File: src/rtl/div8_pkg.sv
package div8_pkg;

  localparam int FP32_FRAC_W = 23;
  localparam int DEF_STAGES  = 5;

  // Default strobe bundle; the top redefines it for its own stage count.
  typedef struct packed {
    logic [DEF_STAGES-1:0] load;
  } defStrobe_t;

  function automatic int numSteps(input int qw, input int log2r);
    return (qw + log2r - 1) / log2r;
  endfunction

  // First stage carries setup, so it runs (comb-1) steps.
  function automatic int numStages(input int nsteps, input int comb);
    if (comb - 1 >= nsteps) return 1;
    return 1 + (nsteps - (comb - 1) + comb - 1) / comb;
  endfunction

  function automatic int stageFirst(input int s, input int comb);
    return (s == 0) ? 0 : comb * s - 1;
  endfunction

  // Exclusive end index of the steps owned by stage s.
  function automatic int stageEnd(input int s, input int comb, input int nsteps);
    int e;
    e = comb * (s + 1) - 1;
    return (e > nsteps) ? nsteps : e;
  endfunction

  // Bits produced by step idx; the last step shrinks to what is left.
  function automatic int stepBits(input int qw, input int log2r, input int idx);
    int left;
    left = qw - log2r * idx;
    return (left < log2r) ? left : log2r;
  endfunction

endpackage

File: src/rtl/div8_step.sv
module div8_step #(
  parameter int SIG_W = 24,
  parameter int QO_W  = 26,
  parameter int LOG2R = 3,
  parameter int W     = 3
) (
  input  logic [SIG_W-1:0] remIn,
  input  logic [QO_W-1:0]  quoIn,
  input  logic [SIG_W-1:0] divisor,
  output logic [SIG_W-1:0] remOut,
  output logic [QO_W-1:0]  quoOut
);
  localparam int REM_W = SIG_W + LOG2R;
  localparam int DMAX  = (1 << W) - 1;

  logic [REM_W-1:0] shifted;
  logic [REM_W-1:0] best;
  logic [LOG2R-1:0] digit;

  // Restoring selection: largest multiple of the divisor not above the
  // shifted remainder.
  always_comb begin
    shifted = REM_W'(remIn) << W;
    digit   = '0;
    best    = '0;
    for (int m = 1; m <= DMAX; m++) begin
      if (shifted >= REM_W'(divisor) * REM_W'(m)) begin
        digit = LOG2R'(m);
        best  = REM_W'(divisor) * REM_W'(m);
      end
    end
    remOut = SIG_W'(shifted - best);
    quoOut = (quoIn << W) | QO_W'(digit);
  end
endmodule

File: src/rtl/div8_ctrl.sv
module div8_ctrl #(
  parameter int  NST      = 5,
  parameter type strobe_t = div8_pkg::defStrobe_t
) (
  input  logic    clk,
  input  logic    rstN,
  input  logic    inValid,
  output logic    inReady,
  input  logic    outReady,
  output logic    outValid,
  output strobe_t strobe
);
  logic [NST-1:0] full;
  logic [NST-1:0] rdy;
  logic [NST-1:0] prevValid;

  // A slot can take data if empty or if everything after it moves on.
  always_comb begin
    logic acc;
    acc = outReady;
    for (int s = NST - 1; s >= 0; s--) begin
      acc    = !full[s] || acc;
      rdy[s] = acc;
    end
  end

  assign prevValid = {full[NST-2:0], inValid};

  always_comb begin
    strobe      = '0;
    strobe.load = rdy & prevValid;
  end

  always_ff @(posedge clk or negedge rstN) begin
    if (!rstN) begin
      full <= '0;
    end else begin
      for (int s = 0; s < NST; s++) begin
        if (rdy[s]) full[s] <= prevValid[s];
      end
    end
  end

  assign inReady  = rdy[0];
  assign outValid = full[NST-1];
endmodule

File: src/rtl/div8_datapath.sv
module div8_datapath #(
  parameter int  SIG_W    = 24,
  parameter int  QW       = 25,
  parameter int  LOG2R    = 3,
  parameter int  COMB     = 2,
  parameter int  TAG_W    = 4,
  parameter int  NSTEPS   = 9,
  parameter int  NST      = 5,
  parameter type strobe_t = div8_pkg::defStrobe_t
) (
  input  logic             clk,
  input  strobe_t          strobe,
  input  logic [SIG_W-1:0] inDividend,
  input  logic [SIG_W-1:0] inDivisor,
  input  logic [TAG_W-1:0] inTag,
  output logic [QW:0]      outQuot,
  output logic             outSticky,
  output logic [TAG_W-1:0] outTag
);
  import div8_pkg::*;

  localparam int QO_W = QW + 1;

  logic             setupGe;
  logic [SIG_W-1:0] setupRem;
  logic [QO_W-1:0]  setupQuo;

  // Operand setup: integer bit and the first remainder.
  always_comb begin
    setupGe  = inDividend >= inDivisor;
    setupRem = setupGe ? (inDividend - inDivisor) : inDividend;
    setupQuo = QO_W'(setupGe);
  end

  for (genvar s = 0; s < NST; s++) begin : g_stage
    localparam int FIRST = stageFirst(s, COMB);
    localparam int LAST  = stageEnd(s, COMB, NSTEPS);

    logic [SIG_W-1:0] chRem [COMB+1];
    logic [QO_W-1:0]  chQuo [COMB+1];
    logic [SIG_W-1:0] stDiv;
    logic [TAG_W-1:0] stTag;

    logic [TAG_W-1:0] tagQ;
    logic [QO_W-1:0]  quoQ;
    logic [SIG_W-1:0] remQ;

    if (s == 0) begin : g_src
      assign chRem[0] = setupRem;
      assign chQuo[0] = setupQuo;
      assign stDiv    = inDivisor;
      assign stTag    = inTag;
    end else begin : g_src
      assign chRem[0] = g_stage[s-1].remQ;
      assign chQuo[0] = g_stage[s-1].quoQ;
      assign stDiv    = g_stage[s-1].g_keepDiv.divQ;
      assign stTag    = g_stage[s-1].tagQ;
    end

    for (genvar j = 0; j < COMB; j++) begin : g_step
      localparam int IDX = FIRST + j;
      if (IDX < LAST) begin : g_live
        div8_step #(
          .SIG_W (SIG_W),
          .QO_W  (QO_W),
          .LOG2R (LOG2R),
          .W     (stepBits(QW, LOG2R, IDX))
        ) u_step (
          .remIn   (chRem[j]),
          .quoIn   (chQuo[j]),
          .divisor (stDiv),
          .remOut  (chRem[j+1]),
          .quoOut  (chQuo[j+1])
        );
      end else begin : g_pass
        assign chRem[j+1] = chRem[j];
        assign chQuo[j+1] = chQuo[j];
      end
    end

    always_ff @(posedge clk) begin
      if (strobe.load[s]) begin
        tagQ <= stTag;
        quoQ <= chQuo[COMB];
        remQ <= chRem[COMB];
      end
    end

    if (s < NST - 1) begin : g_keepDiv
      logic [SIG_W-1:0] divQ;
      always_ff @(posedge clk) begin
        if (strobe.load[s]) divQ <= stDiv;
      end
    end
  end

  // Final formatting: sticky from a nonzero remainder.
  assign outQuot   = g_stage[NST-1].quoQ;
  assign outSticky = |g_stage[NST-1].remQ;
  assign outTag    = g_stage[NST-1].tagQ;
endmodule

File: src/rtl/div8_pipe.sv
module div8_pipe #(
  parameter int FRAC_W = div8_pkg::FP32_FRAC_W,
  parameter int LOG2R  = 3,
  parameter int COMB   = 2,
  parameter int TAG_W  = 4,
  localparam int SIG_W  = FRAC_W + 1,
  localparam int QW     = FRAC_W + 2,
  localparam int NSTEPS = div8_pkg::numSteps(QW, LOG2R),
  localparam int NST    = div8_pkg::numStages(NSTEPS, COMB)
) (
  input  logic             clk,
  input  logic             rstN,
  input  logic             inValid,
  output logic             inReady,
  input  logic [SIG_W-1:0] inDividend,
  input  logic [SIG_W-1:0] inDivisor,
  input  logic [TAG_W-1:0] inTag,
  output logic             outValid,
  input  logic             outReady,
  output logic [QW:0]      outQuot,
  output logic             outSticky,
  output logic [TAG_W-1:0] outTag
);
  typedef struct packed {
    logic [NST-1:0] load;
  } strobe_t;

  strobe_t strobe;

  div8_ctrl #(
    .NST      (NST),
    .strobe_t (strobe_t)
  ) u_ctrl (
    .clk      (clk),
    .rstN     (rstN),
    .inValid  (inValid),
    .inReady  (inReady),
    .outReady (outReady),
    .outValid (outValid),
    .strobe   (strobe)
  );

  div8_datapath #(
    .SIG_W    (SIG_W),
    .QW       (QW),
    .LOG2R    (LOG2R),
    .COMB     (COMB),
    .TAG_W    (TAG_W),
    .NSTEPS   (NSTEPS),
    .NST      (NST),
    .strobe_t (strobe_t)
  ) u_dp (
    .clk        (clk),
    .strobe     (strobe),
    .inDividend (inDividend),
    .inDivisor  (inDivisor),
    .inTag      (inTag),
    .outQuot    (outQuot),
    .outSticky  (outSticky),
    .outTag     (outTag)
  );
endmodule

File: config.mk
export PLATFORM = sky130hd
export DESIGN_NAME = div8_pipe
export DESIGN_NICKNAME = d
export VERILOG_FILES = /design/src/rtl/div8_pkg.sv /design/src/rtl/div8_step.sv /design/src/rtl/div8_ctrl.sv /design/src/rtl/div8_datapath.sv /design/src/rtl/div8_pipe.sv
export SDC_FILE = /design/constraint.sdc
export NUM_CORES = 2
export LEC_CHECK = 0
export BUFFER_PORTS_ARGS = -buffer_cell sky130_fd_sc_hd__buf_4
export CAP_MARGIN = 20
export CORE_UTILIZATION = 45
export CTS_CLUSTER_DIAMETER = 40
export DETAILED_ROUTE_END_ITERATION = 7
export GPL_TIMING_DRIVEN = 0
export SLEW_MARGIN = 10
export SYNTH_ARGS = -nofsm -noshare
export SYNTH_HDL_FRONTEND = slang
export SYNTH_SLANG_ARGS = --single-unit
File: constraint.sdc
create_clock -name clk -period 30.5 [get_ports clk]
set_clock_uncertainty 0.2 [all_clocks]
set_input_delay 1.525 -clock clk [delete_from_list [all_inputs] [get_ports clk]]
set_output_delay 1.525 -clock clk [all_outputs]
set_load 0.01 [all_outputs]
==> results.yml <==
status:
  status: "completed"
clock_network:
  cts_hold_buf: 0
  clock-sinks: 319
  cts.clk_slew.worst_paths_ns: 0.05
  cts_resized: 0
  root_buffer: "clkbuf_16"
  cts_made_buffers: 67
  cts_setup_buffers: 0
  cts_tree: "done"
  clkLatencyLatePin_ns: 0.71
  clockBufferDepth: 3
  htree_levels: 3
die:
  initial_utilization: 0.455
  boundaryPins: 89
  die_width_um: 425
  coreArea_mm2: 0.177
  row_count: 154
  die_area_mm2: 0.181
  die_y_um: 425
logic_synthesis:
  syn_inst: 9769
  ys_types: 113
  synth-seq-area-share: 0.119
  synth_edf_count: 314
  synth_area_mm2: 0.0805
  synth_flop_cell: "edfxtp_1"
  synth.avg_cell_area_um2: 8.24
  async_flop_share: 0.0157
  yosysWarnings: 0
  yosysMostFrequentCell: "ha_1"
  yosysTopAreaCellShare: 0.307
  synthTopCellsByCount: "ha_1 (1977), a21oi_1 (941), nor2_1 (661), nand2_1 (654), o21ai_0 (649)"
  ys_ff_latch: 319
  synth_top_area_cell: "ha_1"
  synthTopCellsByArea: "ha_1 (31%), edfxtp_1 (12%), a21oi_1 (5.9%)"
  synth_fp_nets: 11900
final_layout:
  nFillCells: 17100
  fin_area_mm2: 0.0876
  area_delta_synth_final_pct: 8.89
  fin_nets: 12200
  drive_gt1_frac: 0.0483
  seqCellArea_mm2: 0.00955
  post-route-util: 0.495
  multi_input_area_mm2: 0.0683
global_route:
  grt_pass1_vias: 77600
  gr-total-overflow: 0
  track_usage: 0.386
  grt_max_degree: 55
  antenna_found_initial: 16
  grt_pass1_wl_um: 521000
sta:
  slew_viol_final: 0
  fmax_mhz: 42.8
  rsz0062_at_grt: "no"
  setup_viol_count_final: 0
  fin_tns_setup_ns: 0
  period_share: 0.765
  tightest_slew_ns: 1.28
  max_slew_margin: 0.135
  holdWs_ns: 0.217
  finalHoldViolCount: 0
  layout_min_cycle_time_ns: 23.34
place:
  hpwl_um: 292000
  dpl_cell_area_mm2: 0.0852
  io_buffer_count: 88
  gp_congestion: 1.06
routing:
  drtPass1Iterations: 8
  ant_nets: 0
  drc: 0
  drtIter0Drc: 9141
  vias: 82400
  via_per_inst: 6.64
  wl_per_cell_um: 29.1
  routed_wl_um: 361000
worst_setup_path:
  endpoint_kind: "flop"
  critPathLaunchType: "flop"
  crit_arrival_ns: 23.57
  critical_path_required_ns: 30.73
  crit_fanout: 13
  timing_worst_setup_path_type: "flop to flop"
  slowest_delay_ns: 1.00
  cpMostUsedCell: "o21ai_0"
  cp_slowest_cell: "edfxtp_1"
hold_path:
  hp-class: "flop to flop"
flow_run:
  max-cap-violations: 0
==> cell type report <==
cell class                 count  share of cell area
clock inverter                49             0.00612
buffer                       262              0.0115
clock buffer                  74              0.0197
timing repair buffer         168              0.0184
inverter                     521              0.0223
sequential                   319               0.109
tap                         2340              0.0334
multi-input combinational   8667               0.779
antenna                        5            0.000143
==> metrics by stage <==
step                worst slack, ns  std cells
floorplan                     16.06       9769
global placement               8.44      12200
detailed placement             8.37      12300
CTS                            8.33      12400
global route                   6.59      12400
finish                         7.16      12400
==> layer usage <==
layer,share of wire,up-vias,global-route usage
met5,0.00025,-,0
met4,0.042,10,0.151
met3,0.10,710,0.0876
met2,0.41,3973,0.573
met1,0.44,39800,0.538
li1,-,37900,-
==> worst max-delay path, delay by kind of cell, from the launching register on <==
family / cells / cell delay [ns]
AOI/OAI and AO/OA: 42 / 13.33
xor gates and xnor gates: 2 / 0.94
buffers and inverters: 6 / 2.30
muxes: 2 / 0.81
and+or+nand+nor: 11 / 2.11
adders and majority gates: 7 / 2.34
DFF: 1 / 1.00
==> cell families (layout without fill, tap and decap cells) <==
kind of cell / Yosys count / after routing / synth area share
compound gates: 3433 / 3433 / 0.281
simple gates: 2513 / 2513 / 0.154
fa+ha+maj: 2111 / 2111 / 0.340
buf+inv: 783 / 1074 / 0.0369
xor+xnor: 497 / 497 / 0.0549
flops: 319 / 319 / 0.119
mux: 113 / 113 / 0.0145
other cells: 0 / 5 / 0
==> flip-flops by register name, indices dropped and copies added (netlist names) <==
signal	flops
u_ctrl.full	5
u_dp.g_stage.g_keepDiv.divQ	96
u_dp.g_stage.quoQ	52
u_dp.g_stage.remQ	120
u_dp.g_stage.tagQ	16
u_dp.outQuot	26
u_dp.outTag	4
==> path summary, 6_finish.rpt <==
kind / slack [ns] / endpoint / depth (start not counted) / startpoint
min: 0.22 / u_dp.g_stage[1].quoQ[6] / 0 / u_dp.g_stage[0].quoQ[0]
min reg2reg: 0.22 / u_dp.g_stage[1].quoQ[6] / 0 / u_dp.g_stage[0].quoQ[0]
max reg2reg: 7.16 / u_dp.g_stage[1].remQ[23] / 70 / u_dp.g_stage[0].g_keepDiv.divQ[2]
max in group asynchronous: 29.57 / u_ctrl.full[2] / 1 / rstN
min in group asynchronous: 0.42 / u_ctrl.full[0] / 1 / rstN
max: 7.16 / u_dp.g_stage[1].remQ[23] / 70 / u_dp.g_stage[0].g_keepDiv.divQ[2]
==> cells in the final DEF, fill, tap and decap left out, types with 127 or more instances in the layout <==
master    count
inv_1       513
nand3_1     185
ha_1       1977
a211oi_1    167
nand2_1     654
edfxtp_1    314
o21a_1      140
o21bai_1    144
a21oi_1     941
a21o_1      488
xor2_1      127
clkbuf_1    233
nor2_1      661
o21ai_0     644
nor3_1      133
nand4_1     187
o211ai_1    149
xnor2_1     329
fa_1        132
Power is left out: the tool's default activity adds up to more than one toggle a clock period on the data nets, which glitch-free logic cannot reach.
